$ cat config.mk
export PLATFORM = sky130hd
export DESIGN_NAME = fetch_sequencer
export DESIGN_NICKNAME = d
export VERILOG_FILES = /design/src/rtl/fds_pkg.sv /design/src/rtl/fds_pc.sv /design/src/rtl/fds_classify.sv /design/src/rtl/fds_ctrl.sv /design/src/rtl/fetch_sequencer.sv
export SDC_FILE = /design/constraint.sdc
export NUM_CORES = 1
export LEC_CHECK = 0
export ABC_AREA = 1
export BUFFER_PORTS_ARGS = -buffer_cell sky130_fd_sc_hd__buf_4
export CAP_MARGIN = 20
export CORE_AREA = 2 2 72 74
export CTS_BUF_LIST = sky130_fd_sc_hd__clkbuf_16
export DETAILED_ROUTE_END_ITERATION = 8
export DIE_AREA = 0 0 74 76
export PLACE_DENSITY = 0.76
export SLEW_MARGIN = 0
export SYNTH_ARGS = -nofsm -noshare
export SYNTH_HDL_FRONTEND = slang
export SYNTH_SLANG_ARGS = --single-unit
export TNS_END_PERCENT = 10
$ cat constraint.sdc
create_clock -name clk -period 1.8 [get_ports clk]
set_input_delay 0.36 -clock clk [delete_from_list [all_inputs] [get_ports clk]]
set_output_delay 0.36 -clock clk [all_outputs]
set_load 0.005 [all_outputs]
$ cat src/rtl/fds_pkg.sv
package fds_pkg;

    typedef enum logic [2:0] {
        ST_FETCH_ADDR = 3'd0,
        ST_FETCH_READ = 3'd1,
        ST_DECODE     = 3'd2,
        ST_INDIRECT   = 3'd3,
        ST_HANDOFF    = 3'd4
    } fds_state_t;

    typedef enum logic [1:0] {
        CL_MEM = 2'd0,
        CL_REG = 2'd1,
        CL_IO  = 2'd2
    } fds_class_t;

    typedef enum logic [1:0] {
        AS_PC    = 2'd0,
        AS_FIELD = 2'd1,
        AS_AR    = 2'd2
    } fds_addr_sel_t;

endpackage

$ cat src/rtl/fds_pc.sv
module fds_pc #(
    parameter int AW = 12
) (
    input  logic          clk,
    input  logic          rst,
    input  logic          inc,
    input  logic          load,
    input  logic [AW-1:0] load_val,
    output logic [AW-1:0] pc
);
    localparam logic [AW-1:0] ONE = AW'(1);

    always_ff @(posedge clk) begin
        if (rst)
            pc <= '0;
        else if (load)
            pc <= load_val;
        else if (inc)
            pc <= pc + ONE;   // wraps naturally at the top of the space
    end
endmodule

$ cat src/rtl/fds_classify.sv
module fds_classify
    import fds_pkg::*;
#(
    parameter int DW  = 16,
    parameter int AW  = 12,
    parameter int OPW = 3
) (
    input  logic [DW-1:0]  ir,
    output fds_class_t     cls,
    output logic [OPW-1:0] opc,
    output logic [AW-1:0]  field,
    output logic           needs_ind
);
    localparam int            MODE_BIT = DW - 1;
    localparam int            OPC_LSB  = AW;
    localparam logic [OPW-1:0] OPC_SYS = {OPW{1'b1}};

    logic mode;

    always_comb begin
        mode  = ir[MODE_BIT];
        opc   = ir[OPC_LSB +: OPW];
        field = ir[AW-1:0];
        if (opc != OPC_SYS) begin
            cls       = CL_MEM;
            needs_ind = mode;
        end else begin
            cls       = mode ? CL_IO : CL_REG;
            needs_ind = 1'b0;
        end
    end
endmodule

$ cat src/rtl/fds_ctrl.sv
module fds_ctrl
    import fds_pkg::*;
(
    input  logic          clk,
    input  logic          rst,
    input  logic          needs_ind,
    input  logic          exec_done,
    input  logic          pc_load,
    output fds_state_t    state,
    output logic          rd_en,
    output fds_addr_sel_t addr_sel,
    output logic          ir_load,
    output logic          pc_inc,
    output logic          pc_take,
    output logic          ar_from_field,
    output logic          ar_from_mem,
    output logic          valid
);
    fds_state_t nxt;

    always_ff @(posedge clk) begin
        if (rst) state <= ST_FETCH_ADDR;
        else     state <= nxt;
    end

    always_comb begin
        nxt           = state;
        rd_en         = 1'b0;
        addr_sel      = AS_AR;
        ir_load       = 1'b0;
        pc_inc        = 1'b0;
        pc_take       = 1'b0;
        ar_from_field = 1'b0;
        ar_from_mem   = 1'b0;
        valid         = 1'b0;
        unique case (state)
            ST_FETCH_ADDR: begin
                rd_en    = 1'b1;
                addr_sel = AS_PC;
                nxt      = ST_FETCH_READ;
            end
            ST_FETCH_READ: begin
                addr_sel = AS_PC;
                ir_load  = 1'b1;
                pc_inc   = 1'b1;
                nxt      = ST_DECODE;
            end
            ST_DECODE: begin
                addr_sel      = AS_FIELD;
                ar_from_field = 1'b1;
                rd_en         = needs_ind;
                nxt           = needs_ind ? ST_INDIRECT : ST_HANDOFF;
            end
            ST_INDIRECT: begin
                addr_sel    = AS_FIELD;
                ar_from_mem = 1'b1;
                nxt         = ST_HANDOFF;
            end
            ST_HANDOFF: begin
                valid = 1'b1;
                if (exec_done) begin
                    pc_take = pc_load;
                    nxt     = ST_FETCH_ADDR;
                end
            end
            default: nxt = ST_FETCH_ADDR;
        endcase
    end
endmodule

$ cat src/rtl/fetch_sequencer.sv
module fetch_sequencer
    import fds_pkg::*;
#(
    parameter int AW  = 12,
    parameter int DW  = 16,
    parameter int OPW = 3
) (
    input  logic           clk,
    input  logic           rst,
    output logic [AW-1:0]  mem_addr,
    output logic           mem_rd_en,
    input  logic [DW-1:0]  mem_rdata,
    output logic           exec_valid,
    input  logic           exec_done,
    input  logic           pc_load,
    input  logic [AW-1:0]  pc_load_val,
    output logic [1:0]     ins_class,
    output logic [OPW-1:0] opcode,
    output logic [AW-1:0]  operand,
    output logic [AW-1:0]  eff_addr
);
    fds_state_t    state;
    fds_addr_sel_t addr_sel;
    fds_class_t    cls;
    logic [AW-1:0] pc, ar, field;
    logic [DW-1:0] ir;
    logic          needs_ind, ir_load, pc_inc, pc_take, ar_from_field, ar_from_mem;

    fds_pc #(.AW(AW)) u_pc (
        .clk(clk), .rst(rst), .inc(pc_inc), .load(pc_take),
        .load_val(pc_load_val), .pc(pc)
    );

    fds_classify #(.DW(DW), .AW(AW), .OPW(OPW)) u_cls (
        .ir(ir), .cls(cls), .opc(opcode), .field(field), .needs_ind(needs_ind)
    );

    fds_ctrl u_ctrl (
        .clk(clk), .rst(rst), .needs_ind(needs_ind), .exec_done(exec_done),
        .pc_load(pc_load), .state(state), .rd_en(mem_rd_en), .addr_sel(addr_sel),
        .ir_load(ir_load), .pc_inc(pc_inc), .pc_take(pc_take),
        .ar_from_field(ar_from_field), .ar_from_mem(ar_from_mem), .valid(exec_valid)
    );

    always_ff @(posedge clk) begin
        if (rst) begin
            ir <= '0;
            ar <= '0;
        end else begin
            if (ir_load)       ir <= mem_rdata;
            if (ar_from_field) ar <= field;
            else if (ar_from_mem) ar <= mem_rdata[AW-1:0];
        end
    end

    always_comb begin
        unique case (addr_sel)
            AS_PC:    mem_addr = pc;
            AS_FIELD: mem_addr = field;
            default:  mem_addr = ar;
        endcase
        ins_class = cls;
        operand   = field;
        eff_addr  = ar;
    end
endmodule

### Word-level counts from Yosys, hierarchy flattened

Index checks and enable logic that the tools add are counted.

* flip-flop bits (word level): 43
* input port bits: 32
* output and inout port bits: 43
* word-level logic and storage cells: 37

* add/sub/neg operators: 1
* equality and inequality tests: 7
* mux-type cells: 19
* reduce and logical (&&, ||, !) cells: 6

Operator list (count)
* $mux 12: 4
* $pmux 12 s2: 1
* $pmux 3 s5: 1
* $add 12x1->12 const B: 1
* $mux 1: 7
* $eq 3x2->1 const B: 2
* $mux 3: 2
* $mux 2: 2
* $pmux 2 s2: 1
* $reduce_bool 2->1: 2
* $reduce_or 2->1: 2
* $eq 3x1->1 const B: 1
* $eq 3x3->1 const B: 1
* $logic_not 3->1: 1
* $ne 3x3->1 const B: 1
* $eq 2x1->1 const B: 1
* $logic_not 2->1: 1
* $ne 2x2->1 const B: 1
* $pmux 1 s2: 1

### Longest topological paths before layout

* word-level depth: 5
* depth in mapped cells: 9
* depth with buffers taken out: 9

### Hierarchy

From an unflattened synthesis, not the netlist that was laid out.

* cell total of the unflattened synthesis: 390
* area total of the unflattened synthesis: 2587.5 µm²

By module, submodules not included
* fetch_sequencer: instances 1, cells each 228, area an instance 1497.7 µm², seq. area each 560.5 µm²
* fds_pc: instances 1, cells each 110, area an instance 735.7 µm², seq. area each 240.2 µm²
* fds_ctrl: instances 1, cells each 31, area an instance 212.7 µm², seq. area each 60.1 µm²
* fds_classify: instances 1, cells each 21, area an instance 141.4 µm², seq. area each 0.0 µm²

### Least setup slack after synthesis

Ideal clock, no wire load.

* path type: reg-to-output
* start: reg u_ctrl.state[0]
* end: out mem_addr[4]
* arrival: 1127 ps
* data required time: 1440 ps
* path slack: 313 ps
* cell stages (with the launch flop): 7
* path buffers: 1
* path through: dfxtp_1 inv_1 nand3_1 nand2_1 buf_2 a22oi_1 nand2_1

* word-level cells in the longest chain between the ends: 5
* elaborated cells between the ends (all ways): 10
* those cells by class: 4 x eq/ne; 2 x mux; 4 x reduce/logical

Ends and longest elaborated chain
* from (decl): RTL line fds_ctrl.sv:9 `output fds_state_t state,`
* from (signal assigned): RTL line fds_ctrl.sv:23 `else state <= nxt;`
* $eq 3x2->1 (tied with other cells): RTL line fds_ctrl.sv:36 `unique case (state)`
* $reduce_or 2->1 (no source line)
* $pmux 2 s2 *: RTL line fds_ctrl.sv:36
* $eq 2x1->1 or $logic_not 2->1 (tied branches): RTL line fetch_sequencer.sv:57 `unique case (addr_sel)`
* $pmux 12 s2 *: RTL line fetch_sequencer.sv:57
* to (decl): RTL line fetch_sequencer.sv:10 `output logic [AW-1:0] mem_addr,`

Every way passes the cells marked *; elsewhere a longest branch is shown, timed or not.

### Final worst setup path

* start: reg u_ctrl.state[0]
* end: out mem_addr[1]

Same word-level chain as after synthesis.

==> summary.txt <==
Run status
  – Status: completed

STA
  – Final worst slack: 10.8 ps
  – Fmax: 559 MHz
  – Fin. Hold Viols: 0
  – Max-slew violation count: 0
  – Final Critical Period: 1790 ps
  – Final setup violation count: 0
  – Tcrit/Tclk final: 99.4%
  – Final Skew: 4.38 ps
  – RSZ-0062 raised after global routing: yes
  – Worst-margin pin slew: 550 ps
  – Relative slew slack: 63.3%

Routing
  – DR iter-0 viols: 212
  – DR pass1 iterations: 4
  – Drc violations: 0
  – Final WL: 6740 um
  – DRT antenna net count: 0
  – Overall via count from detail_route: 2501
  – Routed length per instance: 14.1 um
  – Vias per inst: 5.23

Worst setup path
  – WP data arrival: 1430 ps
  – Reg2reg end: u_pc.pc[4]$_SDFFE_PP0P_
  – Worst EP required: 1440 ps
  – Worst R2R Start: u_ctrl.state[0]$_SDFFE_PP0P_
  – Reg2Reg Depth: 9
  – Reg-to-reg setup timing slack: 120 ps
  – Slowest stage delay, CP: 370 ps
  – Startpoint Class: flop
  – Worst path slowest cell: dfxtp_4
  – Setup crit end kind: primary output
  – Crit path from: u_ctrl.state[0]$_SDFFE_PP0P_
  – Crit-path max FO: 9
  – Worst-path cell chain: inv_2, nand3_4, nand2_4, clkbuf_16, a22oi_2, nand2_1, buf_4
  – Crit Path Category: reg -> out

Power
  – Lkg Pwr: 1.42 nW
  – Power Total: 3.06 mW
  – PD cells: 972 nW/um2
  – IR drop worst, VDD: 0.554 mV

Clocking
  – Htree depth: 2
  – Clk sink count: 43
  – CTS tree: built
  – Total CTS buffers: 5
  – CTS Hold Bufs: 0
  – Clk slew on worst S/H paths: 60 ps
  – Cell at the root of the clock tree: clkbuf_16
  – Clock Latency Late Sink: 280 ps
  – Max Root-Sink Buffers: 2

Global route
  – First-pass GRT wire length: 10300 um
  – Number of global-route vias before repair: 2166
  – Antenna violations before repair: 0
  – Total GRT Usage: 23.0%
  – Grt total ovfl: 0
  – Largest net degree at the start of global routing: 42

Min path
  – HP Class: in -> reg
  – Hold_sp: mem_rdata[14]
  – Hold endpoint: ir[14]$_SDFFE_PP0P_
  – WHS Path Cells: 3

Yosys
  – Syn Area/Cell: 6.67 um2
  – Cells after Synth: 347
  – Post-synthesis sequential area ratio: 37.2%
  – Synth Register Bits: 43
  – Synth warnings: 0
  – Post-Synthesis Net Count: 380
  – Post-synthesis simple-gate area fraction: 24.4%
  – Largest family of logic cells by synthesized area: simple AND/OR/NAND/NOR gates
  – XOR/XNOR Fraction of Synth Area: 0.757%
  – Mux share of post-synthesis cell area: 0%
  – Cell variety after synth: 25
  – Post-synthesis adder-cell area fraction: 0.541%
  – Synth Area in Compound Gates: 23.0%
  – Synth Cell Area: 2310 um2

Floorplanning
  – Die width: 74 um
  – Core area: 4910 um2
  – Starting Density: 47.1%
  – DIE AREA: 5620 um2
  – Rows: 26
  – DIE HEIGHT: 76 um
  – # IOs: 75

Run
  – Max-cap viol count: 0

Cells and area
  – Final net count: 440
  – Area grow syn2layout: 35.8%
  – Layout cells sized above 1: 28.4%
  – Fill cells: 445
  – Design area: 3140 um2
  – Final Util: 64.0%
  – ANT cells: 0

Place
  – Cell Area, Placed: 2830 um2
  – Post-detail-place hpwl: 4360 um
  – Pre-CTS setup slack: 88.8 ps
  – I/O Buffers: 74
  – GPL Wtd Cong: 0.842
## cells in the final DEF (no fill, tap or decap), types with 2 or more instances in the layout
cell | synthesis | layout
nor2_1 | 17 | 16
dfxtp_1 | 43 | 40
nand2_1 | 88 | 84
nand2_4 | 1 | 2
a22oi_1 | 12 | 2
a31oi_1 | 3 | 3
buf_4 | 15 | 81
dfxtp_4 | 0 | 2
inv_1 | 33 | 34
nor3_1 | 2 | 2
o21ai_0 | 44 | 44
nand3_1 | 24 | 22
a22oi_2 | 0 | 10
nand2_2 | 0 | 2
inv_2 | 3 | 3
clkbuf_16 | 0 | 6
a21oi_1 | 38 | 38
## per-layer routing
metal	wire [um]	track usage, %	vias up
met3	385	4.50	16
li1	-	-	1254
met5	0	0	-
met1	2720	29.4	1143
met2	3450	38.8	88
met4	180	6.55	0
## cells in the mapped netlist
| cell type | n | area [um2] |
|---|---|---|
| nor3_4 | 1 | 16.3 |
| ha_1 | 1 | 12.5 |
| xnor2_1 | 1 | 8.76 |
| buf_4 | 15 | 113 |
| xor2_1 | 1 | 8.76 |
| a22oi_1 | 12 | 90.1 |
| o21ai_1 | 1 | 5.00 |
| nand2_1 | 88 | 330 |
| nand3b_1 | 1 | 7.51 |
| dfxtp_1 | 43 | 861 |
| nand2_4 | 1 | 11.3 |
| o211ai_1 | 1 | 7.51 |
| nand3_1 | 24 | 120 |
| clkbuf_1 | 5 | 18.8 |
| inv_2 | 3 | 11.3 |
| inv_1 | 33 | 124 |
| buf_6 | 1 | 11.3 |
| o21ai_0 | 44 | 220 |
| a21oi_1 | 38 | 190 |
| nand4_1 | 1 | 6.26 |
| nor3_1 | 2 | 10.0 |
| buf_1 | 1 | 3.75 |
| a31oi_1 | 3 | 18.8 |
| buf_2 | 9 | 45.0 |
| nor2_1 | 17 | 63.8 |
## critical path: cells and delay by family (launching register included)
family | cells | cell delay, ps
compound gates | 1 | 170
buf+inv | 3 | 360
simple gates | 3 | 230
flops | 1 | 370
## flip-flops by register name, summed over array words and instances (netlist names)
signal        count
ir               16
eff_addr         12
u_pc.pc          12
u_ctrl.state      3
## worst max-delay path by stage
stage,to,cells after the start
after floorplan,mem_addr[4],6
after global placement,mem_addr[11],7
after detailed placement,mem_addr[3],6
after CTS,mem_addr[3],7
after global routing,mem_addr[1],7
final,mem_addr[1],7
## where the power goes
group,leakage [nW],total [mW],internal [mW],switching (mW)
Sequential,0.354,1.23,1.09,0.140
Combinational,0.989,0.966,0.454,0.512
Clock,0.0762,0.860,0.501,0.359
Total,1.42,3.06,2.05,1.01
## through the flow
step | TNS [ps] | std cells | hold slack (ps)
3_3_place_gp | 0 | 467 | 471
5_1_grt | -489 | 478 | 345
6_report | 0 | 478 | 330
4_1_cts | 0 | 476 | 330
3_5_place_dp | 0 | 467 | 479
2_1_floorplan | 0 | 347 | 429
## cell families (layout without fill, tap and decap cells)
group           after synthesis  in the layout
xor+xnor                      2              2
flops                        43             43
buf+inv                      67            128
compound gates               99             99
fa+ha+maj                     1              1
simple gates                135            135
## cell type report
class	count	area [um2]	area share, %
clock buffer	5	125	3.98
multi-input combinational	237	1230	39.0
tap	70	87.6	2.79
inverter	36	138	4.38
sequential	43	870	27.7
clock inverter	3	12.5	0.398
timing repair buffer	84	686	21.8
## what timing repair did
action	in CTS	in global routing
resized for setup	11	17
pin swaps	1	2
setup endpoints to repair	12	13
gates cloned	1	1
setup buffers	0	1
Note: power is estimated with default switching activity, not from simulation.
